## src/rtl/ovf_trap_pkg.sv

```systemverilog
package ovf_trap_pkg;
   localparam int unsigned DEF_ADDR_W = 32;
   localparam int unsigned DEF_SEL_W = 5;
   localparam logic [31:0] DEF_HANDLER_VEC = 32'h8000_0180;
   localparam int unsigned DEF_EPC_SEL = 14;

   typedef enum logic [1:0] {
      TRAP_NONE   = 2'b00,
      TRAP_MASKED = 2'b01,
      TRAP_FIRE   = 2'b10
   } trap_state_e;
endpackage

```

## src/rtl/ovf_trap_detect.sv

```systemverilog
module ovf_trap_detect
   import ovf_trap_pkg::*;
(
   input  logic        clk,
   input  logic        rst,
   input  logic        valid_i,
   input  logic        ovf_i,
   input  logic        trap_en_i,
   output trap_state_e state_o,
   output logic        fire_o
);
   always_comb begin
      if (valid_i && ovf_i)
         state_o = trap_en_i ? TRAP_FIRE : TRAP_MASKED;
      else
         state_o = TRAP_NONE;
   end

   assign fire_o = (state_o == TRAP_FIRE);

   // a wrapping-form operation never fires
   a_r5_wrap_no_fire : assert property (@(posedge clk) disable iff (rst)
      !trap_en_i |-> !fire_o);
   // an invalid slot never fires
   a_r6_invalid_no_fire : assert property (@(posedge clk) disable iff (rst)
      !valid_i |-> !fire_o);
endmodule

```

## src/rtl/ovf_epc_reg.sv

```systemverilog
module ovf_epc_reg #(
   parameter int unsigned ADDR_W = 32,
   parameter logic [ADDR_W-1:0] HANDLER_VEC = '0
) (
   input  logic              clk,
   input  logic              rst,
   input  logic              fire_i,
   input  logic [ADDR_W-1:0] pc_i,
   output logic [ADDR_W-1:0] epc_o,
   output logic              redir_v_o,
   output logic [ADDR_W-1:0] redir_pc_o
);
   logic [ADDR_W-1:0] epc_q;
   logic              redir_q;

   always_ff @(posedge clk) begin
      if (rst) begin
         epc_q   <= '0;
         redir_q <= 1'b0;
      end else begin
         redir_q <= fire_i;
         if (fire_i)
            epc_q <= pc_i;
      end
   end

   assign epc_o      = epc_q;
   assign redir_v_o  = redir_q;
   assign redir_pc_o = redir_q ? HANDLER_VEC : '0;

   // capture of the faulting address
   a_r2_epc_capture : assert property (@(posedge clk) disable iff (rst)
      fire_i |=> (epc_o == $past(pc_i)));
   // redirect to the vector after a trap
   a_r3_redirect_vec : assert property (@(posedge clk) disable iff (rst)
      fire_i |=> (redir_v_o && redir_pc_o == HANDLER_VEC));
   // no redirect after a quiet cycle
   a_r3_redirect_quiet : assert property (@(posedge clk) disable iff (rst)
      !fire_i |=> !redir_v_o);
   // saved address holds without a trap
   a_r7_epc_hold : assert property (@(posedge clk) disable iff (rst)
      !fire_i |=> $stable(epc_o));
endmodule

```

## src/rtl/ovf_cp_read.sv

```systemverilog
module ovf_cp_read #(
   parameter int unsigned ADDR_W = 32,
   parameter int unsigned SEL_W = 5,
   parameter int unsigned EPC_SEL = 14,
   parameter int unsigned RD_LAT = 0
) (
   input  logic              clk,
   input  logic              rst,
   input  logic [SEL_W-1:0]  sel_i,
   input  logic [ADDR_W-1:0] epc_i,
   output logic [ADDR_W-1:0] data_o
);
   localparam logic [SEL_W-1:0] SEL_MATCH = SEL_W'(EPC_SEL);

   logic [ADDR_W-1:0] mux_d;
   assign mux_d = (sel_i == SEL_MATCH) ? epc_i : '0;

   generate
      if (RD_LAT == 0) begin : g_comb
         assign data_o = mux_d;
         // non-matching select reads zero
         a_r8_other_zero : assert property (@(posedge clk) disable iff (rst)
            (sel_i != SEL_MATCH) |-> (data_o == '0));
      end else begin : g_reg
         logic [ADDR_W-1:0] data_q;
         always_ff @(posedge clk) begin
            if (rst) data_q <= '0;
            else     data_q <= mux_d;
         end
         assign data_o = data_q;
         // registered read returns last cycle's selection
         a_r8_reg_read : assert property (@(posedge clk) disable iff (rst)
            (sel_i == SEL_MATCH) |=> (data_o == $past(epc_i)));
      end
   endgenerate
endmodule

```

## src/rtl/ovf_trap_unit.sv

```systemverilog
module ovf_trap_unit
   import ovf_trap_pkg::*;
#(
   parameter int unsigned ADDR_W = DEF_ADDR_W,
   parameter int unsigned SEL_W = DEF_SEL_W,
   parameter logic [ADDR_W-1:0] HANDLER_VEC = ADDR_W'(DEF_HANDLER_VEC),
   parameter int unsigned EPC_SEL = DEF_EPC_SEL,
   parameter int unsigned RD_LAT = 0
) (
   input  logic              clk,
   input  logic              rst,
   input  logic              ex_valid,
   input  logic              ex_ovf,
   input  logic              ex_trap_en,
   input  logic [ADDR_W-1:0] ex_pc,
   output logic              wb_kill,
   output logic              redirect_valid,
   output logic [ADDR_W-1:0] redirect_pc,
   input  logic [SEL_W-1:0]  rd_sel,
   output logic [ADDR_W-1:0] rd_data
);
   localparam int unsigned SEL_SPACE = 1 << SEL_W;

   generate
      if (ADDR_W < 8 || ADDR_W > 64) begin : g_bad_addr_w
         $error("ovf_trap_unit: ADDR_W out of range");
      end
      if (EPC_SEL >= SEL_SPACE) begin : g_bad_sel
         $error("ovf_trap_unit: EPC_SEL does not fit in SEL_W");
      end
      if (RD_LAT > 1) begin : g_bad_lat
         $error("ovf_trap_unit: RD_LAT must be 0 or 1");
      end
      if (HANDLER_VEC[1:0] != 2'b00) begin : g_bad_vec
         $error("ovf_trap_unit: handler vector must be word aligned");
      end
   endgenerate

   trap_state_e       trap_state;
   logic              fire;
   logic [ADDR_W-1:0] epc;

   ovf_trap_detect u_detect (
      .clk       (clk),
      .rst       (rst),
      .valid_i   (ex_valid),
      .ovf_i     (ex_ovf),
      .trap_en_i (ex_trap_en),
      .state_o   (trap_state),
      .fire_o    (fire)
   );

   ovf_epc_reg #(
      .ADDR_W      (ADDR_W),
      .HANDLER_VEC (HANDLER_VEC)
   ) u_epc (
      .clk        (clk),
      .rst        (rst),
      .fire_i     (fire),
      .pc_i       (ex_pc),
      .epc_o      (epc),
      .redir_v_o  (redirect_valid),
      .redir_pc_o (redirect_pc)
   );

   ovf_cp_read #(
      .ADDR_W  (ADDR_W),
      .SEL_W   (SEL_W),
      .EPC_SEL (EPC_SEL),
      .RD_LAT  (RD_LAT)
   ) u_read (
      .clk    (clk),
      .rst    (rst),
      .sel_i  (rd_sel),
      .epc_i  (epc),
      .data_o (rd_data)
   );

   assign wb_kill = fire;

   // kill only when the ALU reported overflow on a valid trapping op
   a_r4_kill_cause : assert property (@(posedge clk) disable iff (rst)
      wb_kill |-> (ex_valid && ex_ovf && ex_trap_en));
   // a kill always leads to a redirect next cycle
   a_r4_kill_redirect : assert property (@(posedge clk) disable iff (rst)
      wb_kill |=> redirect_valid);
   // back-to-back traps keep the redirect raised
   a_r9_back_to_back : assert property (@(posedge clk) disable iff (rst)
      (wb_kill && $past(wb_kill)) |-> redirect_valid);
   // masked overflow never kills
   a_r5_masked_no_kill : assert property (@(posedge clk) disable iff (rst)
      (trap_state == TRAP_MASKED) |-> !wb_kill);
endmodule

```

## config.mk

```make
export PLATFORM = sky130hd
export DESIGN_NAME = ovf_trap_unit
export DESIGN_NICKNAME = d
export VERILOG_FILES = /design/src/rtl/ovf_trap_pkg.sv /design/src/rtl/ovf_trap_detect.sv /design/src/rtl/ovf_epc_reg.sv /design/src/rtl/ovf_cp_read.sv /design/src/rtl/ovf_trap_unit.sv
export SDC_FILE = /design/constraint.sdc
export NUM_CORES = 1
export LEC_CHECK = 0
export ABC_AREA = 1
export CAP_MARGIN = 5
export CELL_PAD_IN_SITES_DETAIL_PLACEMENT = 1
export CELL_PAD_IN_SITES_GLOBAL_PLACEMENT = 2
export CORE_MARGIN = 1
export CORE_UTILIZATION = 20
export DETAILED_ROUTE_END_ITERATION = 8
export GPL_TIMING_DRIVEN = 0
export PLACE_DENSITY = 0.88
export SYNTH_ARGS = -nofsm -noshare
export SYNTH_HDL_FRONTEND = slang
export SYNTH_HIERARCHICAL = 1
export SYNTH_SLANG_ARGS = --single-unit
```

## constraint.sdc

```tcl
create_clock -name clk -period 1.3 [get_ports clk]
set_input_delay 0.26 -clock clk [delete_from_list [all_inputs] [get_ports clk]]
set_output_delay 0.26 -clock clk [all_outputs]
set_load 0.02 [all_outputs]
```

==> impl_results.md, run 1 <==
- Run status: finished with violations
- Violations in the final reports: negative setup slack
- Diodes inserted: 0
- Tot GR Track Use: 0.112
- Reg area: between 600 and 700 sq um
- Leak Pwr: 1.98 nW
- Multi-input gate area: roughly 1100 sq um
- Overflow left after global routing: 0
- Die Wd: 105 um
- Max-Cap Viols: 0
- CTS sink count: 33
- Antenna violations before repair: 0
- Fraction of layout cells with a size suffix above 1: 0.354
- Routed wire length: 6030 um
- Core Rows: 37
- Dpl cells: ~560
- DP HPWL: 4360 um
- Mapped cell area: 2140 sq um
- Crit Path Class: in2out
- Max frequency: approximately 700 MHz
- # nets final: between 400 and 500
- Clock latency at the later pin of the worst-skew pair: between 200 and 300 ps
- PD cells: approximately 680 nW/um^2
- Max Slew Vio Count: 0
- Core area: roughly 10000 sq um
- Finish-stage setup viols: 22
- Critical Path RT: 1040 ps
- Setup Skew: 0 ps
- Non-Filler Instances: a little under 600
- Final GP Congestion: 0.669
- WHS: between 400 and 500 ps
- Area growth from synthesis to layout: 77.6%
- CTS root buffer: clkbuf_8
- CTS Hold Bufs: 0
- Crit-path max FO: 6
- Hold WC Path Type: reg2reg
- Wire per inst: 10.4 um
- H-tree levels: 2
- Worst setup margin: -148 ps
- Post-Syn Instances: ~320
- Initial DRC Count: 33
- Antenna-violating nets left: 0
- Syn Area/Cell: between 6 and 7 sq um
- Part of the cycle the worst path needs: 1.11
- Largest net degree at the start of global routing: 11
- Unrepaired setup endpoints after global routing: yes
- Final hold vios: 0
- CTS buffer count: 5
- Crit start category: input port
- # DRC: 0
- Via count: approximately 2100
- PortBufs: 78
- Synth warn: 6
- Final min period: approximately 1400 ps
- Fillers: ~1200
- Critical Path AT: around 1200 ps
- First-pass DRT Iterations: 4
- Vias in the first global route: slightly above 2000
- IO Pins: approximately 110
- Clock Tree Buf Depth: 2
- Crit. End Element: output pin
- Sum of negative setup slack: -2550 ps
- Starting Density: 0.207
- Global-route wire length before repair: approximately 10000 um
- Die Area: between 10000 and 15000 sq um
- Die span in y: between 100 and 150 um
- Number of vias per cell: around 3.6
- Worst R2R Setup Slack: 620 ps
- Clock Pin Slew Worst Setup and Hold Paths: 60 ps
- Worst vdd ir: about 270 uV
- CTS tree: done
- Setup slack at placement: -869 ps
-- critical path, stage by stage --
cell	delay (ps)
buf_6	90
inv_4	50
nand3_4	80
buf_12	140
buf_12	140
buf_16	150
nor3_4	140
buf_6	140
-- routing by layer --
metal  vias up  wire (um)  track usage
met4         0         36       0.0241
met1       938       2610        0.135
met3         6        361       0.0247
met2        65       3020        0.202
met5         -          0            0
li1       1095          -            -
-- registers in the layout, summed over array words and instances, names as in the netlist --
register         count
u_epc/epc_o         32
u_epc/redir_v_o      1
-- cell usage in the layout (no fill, tap or decap), drive strengths merged --
cell type,instances
buf,100
inv,69
nand2,66
nor2,66
clkdlybuf4s50,33
dfxtp,33
nor3,32
conb,29
clkbuf,8
dlygate4sd2,3
clkdlybuf4s15,3
dlymetal6s2s,1
nand3,1
-- metrics by stage --
step | cell area (sq um) | util | power, mW
CTS | 3720 | 0.360 | 2.62
finish | 3800 | 0.368 | 2.57
global placement | 3190 | 0.309 | 1.68
detailed placement | 3190 | 0.309 | 1.69
global route | 3800 | 0.368 | 2.74
floorplan | 2240 | - | 1.49
-- what timing repair did --
item / 4_1_cts / 5_1_grt
setup buffers: 9 / 3
gates cloned: 6 / 0
resized for setup: 256 / 44
pin swaps: 13 / 12
endpoints found under the setup margin: 47 / 62
-- worst paths after layout --
| check | startpoint | endpoint | cells past startpoint |
|---|---|---|---|
| setup reg to reg | u_epc/epc_o[30] | u_epc/epc_o[30] | 3 |
| hold / removal | u_epc/epc_o[13] | u_epc/epc_o[13] | 2 |
| hold reg to reg | u_epc/epc_o[13] | u_epc/epc_o[13] | 2 |
| setup / recovery | rd_sel[4] | rd_data[1] | 8 |
-- final cells by class --
cell class	instances	area share
buffer	48	0.117
tap	136	0.0448
multi-input combinational	194	0.301
clock buffer	8	0.0211
timing repair buffer	92	0.269
sequential	33	0.177
inverter	69	0.0702
-- power by group --
group / leakage [nW] / switching (mW) / internal, mW
Clock: 0.0395 / 0.370 / 0.381
Sequential: 0.274 / 0.0255 / 1.07
Combinational: 1.67 / 0.374 / 0.353
Total: 1.98 / 0.770 / 1.80
(Power assumes the default switching activity.)
==> inputs of run 2 (changes only) <==
ABC_CLOCK_PERIOD_IN_PS = 1300   (was default)
TNS_END_PERCENT = 30   (was default)
==> impl_results.md, run 2 (synthesis gave the netlist of run 1 again) <==
- Run status: finished with violations
- Violations in the final reports: negative setup slack
- Die Area: 11100 sq um
- Clock latency at the later pin of the worst-skew pair: 280 ps
- Worst R2R Setup Slack: just over 700 ps
- Critical Path AT: 1190 ps
- R2R cell count: 2
- Final hold vios: 0
- Cell Int Power: between 1.5 and 2 mW
- Die Wd: 105 um
- Worst vdd ir: between 200 and 300 uV
- Overflow left after global routing: 0
- Tot GR Track Use: 0.112
- Setup Skew: 0 ps
- IO Pins: 108
- Area growth from synthesis to layout: 74.0%
- Max Slew Vio Count: 0
- Hold Path Sink: u_epc/epc_o[18]
- Crit. End Element: output pin
- PortBufs: 78
- Critical Path RT: around 1000 ps
- Vias in the first global route: about 2000
- Met1 Usage GRT: 0.135
- Clock Tree Buf Depth: 2
- Fraction of layout cells with a size suffix above 1: 0.332
- WHS: 467 ps
- Antenna violations before repair: 0
- Most frequent cells in the layout: inv_1 (67), nand2_1 (65), nor2_1 (65), buf_4 (50), clkdlybuf4s50_1 (36)
- Max frequency: ~690 MHz
- # nets final: 484
- Hold depth: 2
- Number of vias per cell: between 3 and 4
- Crit start category: input port
- Dpl cells: 558
- Crit-path max FO: 6
- Crit Path Class: in2out
- Via count: ~2100
- GRT busiest layer: met2
- Unrepaired setup endpoints after global routing: yes
- Initial DRC Count: 30
- Part of the cycle the worst path needs: 1.12
- Worst Hold Launch: u_epc/epc_o[18]
- Die span in y: between 100 and 150 um
- DP HPWL: about 4400 um
- CTS sink count: 33
- Largest net degree at the start of global routing: 11
- First-pass DRT Iterations: 4
- CTS root buffer: clkbuf_8
- Comb pwr share: 0.282
- Global-route wire length before repair: 9730 um
- CTS tree: done
- Starting Density: 0.207
- Worst setup margin: -150 ps
- Core area: ~10000 sq um
- Wire per inst: a little over 10 um
- Clock Pin Slew Worst Setup and Hold Paths: 60 ps
- Sequential share of power: 0.426
- Non-Filler Instances: between 500 and 600
- Setup slack at placement: -869 ps
- Routed wire length: 5900 um
- H-tree levels: 2
- Final min period: between 1000 and 1500 ps
- CTS buffer count: 5
- Grt met3 use: 0.0247
- Final Util: 0.360
- Diodes inserted: 0
- # DRC: 0
- Worst R2R Start: u_epc/epc_o[15]
- Clock power frac: 0.292
- Core Rows: 37
- Final GP Congestion: about 0.67
- Psw: between 700 and 800 uW
- Max-Cap Viols: 0
- PD cells: between 600 and 700 nW/um^2
- Largest register FFs: 32
- Leak Pwr: around 1.9 nW
- Tot Pwr: 2.56 mW
- Leading cell type in the layout, fill and taps excluded: inv_1
- FF-to-FF End: u_epc/epc_o[15]
- Hold WC Path Type: reg2reg
- M2 GR Usage: 0.202
- Antenna-violating nets left: 0
- Switching part of the total: 0.295
- Finish-stage setup viols: 28
-- run 2: area by class of cell --
| class | instances | area [sq um] |
|---|---|---|
| inverters | 69 | 264 |
| multi-input cells | 194 | 1100 |
| flip-flops and latches | 33 | 663 |
| well taps | 136 | 170 |
| clock buffers | 8 | 80.1 |
| fillers | 1256 | 6610 |
| repair buffers | 91 | 996 |
| plain buffers | 48 | 448 |
-- run 2: routing by layer --
layer,share of wire,vias up
met5,0,-
met4,0.0064,0
met3,0.061,5
met2,0.50,65
met1,0.44,925
li1,-,1091
-- run 2: worst max-delay path, stage by stage --
cell and delay (ps):
buf_6 90, inv_4 40, nand3_4 80, buf_12 140, buf_12 140, buf_16 140
nor3_4 140, buf_6 140
-- run 2: worst max-delay path by stage --
stage                   start              end  slack [ps]  cells after the start
detailed placement  rd_sel[2]      rd_data[10]        -870                      5
floorplan            ex_valid  u_epc/epc_o[12]          50                      7
global placement    rd_sel[1]       rd_data[2]        -830                      5
CTS                    ex_ovf          wb_kill        -240                      4
finish              rd_sel[4]       rd_data[1]        -150                      8
global route        rd_sel[4]       rd_data[9]        -180                      8
-- run 2: power groups by stage --
stage	logic [mW]	clock network (mW)	registers [mW]
final	0.723	0.747	1.09
after global routing	0.790	0.844	1.10
after CTS	0.732	0.800	1.09
after detailed placement	0.583	0	1.11
after global placement	0.571	0	1.11
after floorplan	0.383	0	1.11
-- run 2: timing repair --
item,CTS,global route
hold buffers,0,0
gates cloned,6,0
gates resized for setup,243,25
pin swaps,10,4
setup buffers,9,0
endpoints found under the setup margin,47,64
-- run 2: stage by stage --
step / cell area (sq um) / TNS, ps
CTS: 3690 / -3760
floorplan: 2240 / 0
finish: 3720 / -2660
global route: 3720 / -4050
global placement: 3190 / -34670
detailed placement: 3190 / -35870
==> inputs of run 3 (changes only) <==
CAP_MARGIN = 20   (was 5)
==> results of run 3 <==
No change in the layout: final DEF, timing and power equal those of run 2.
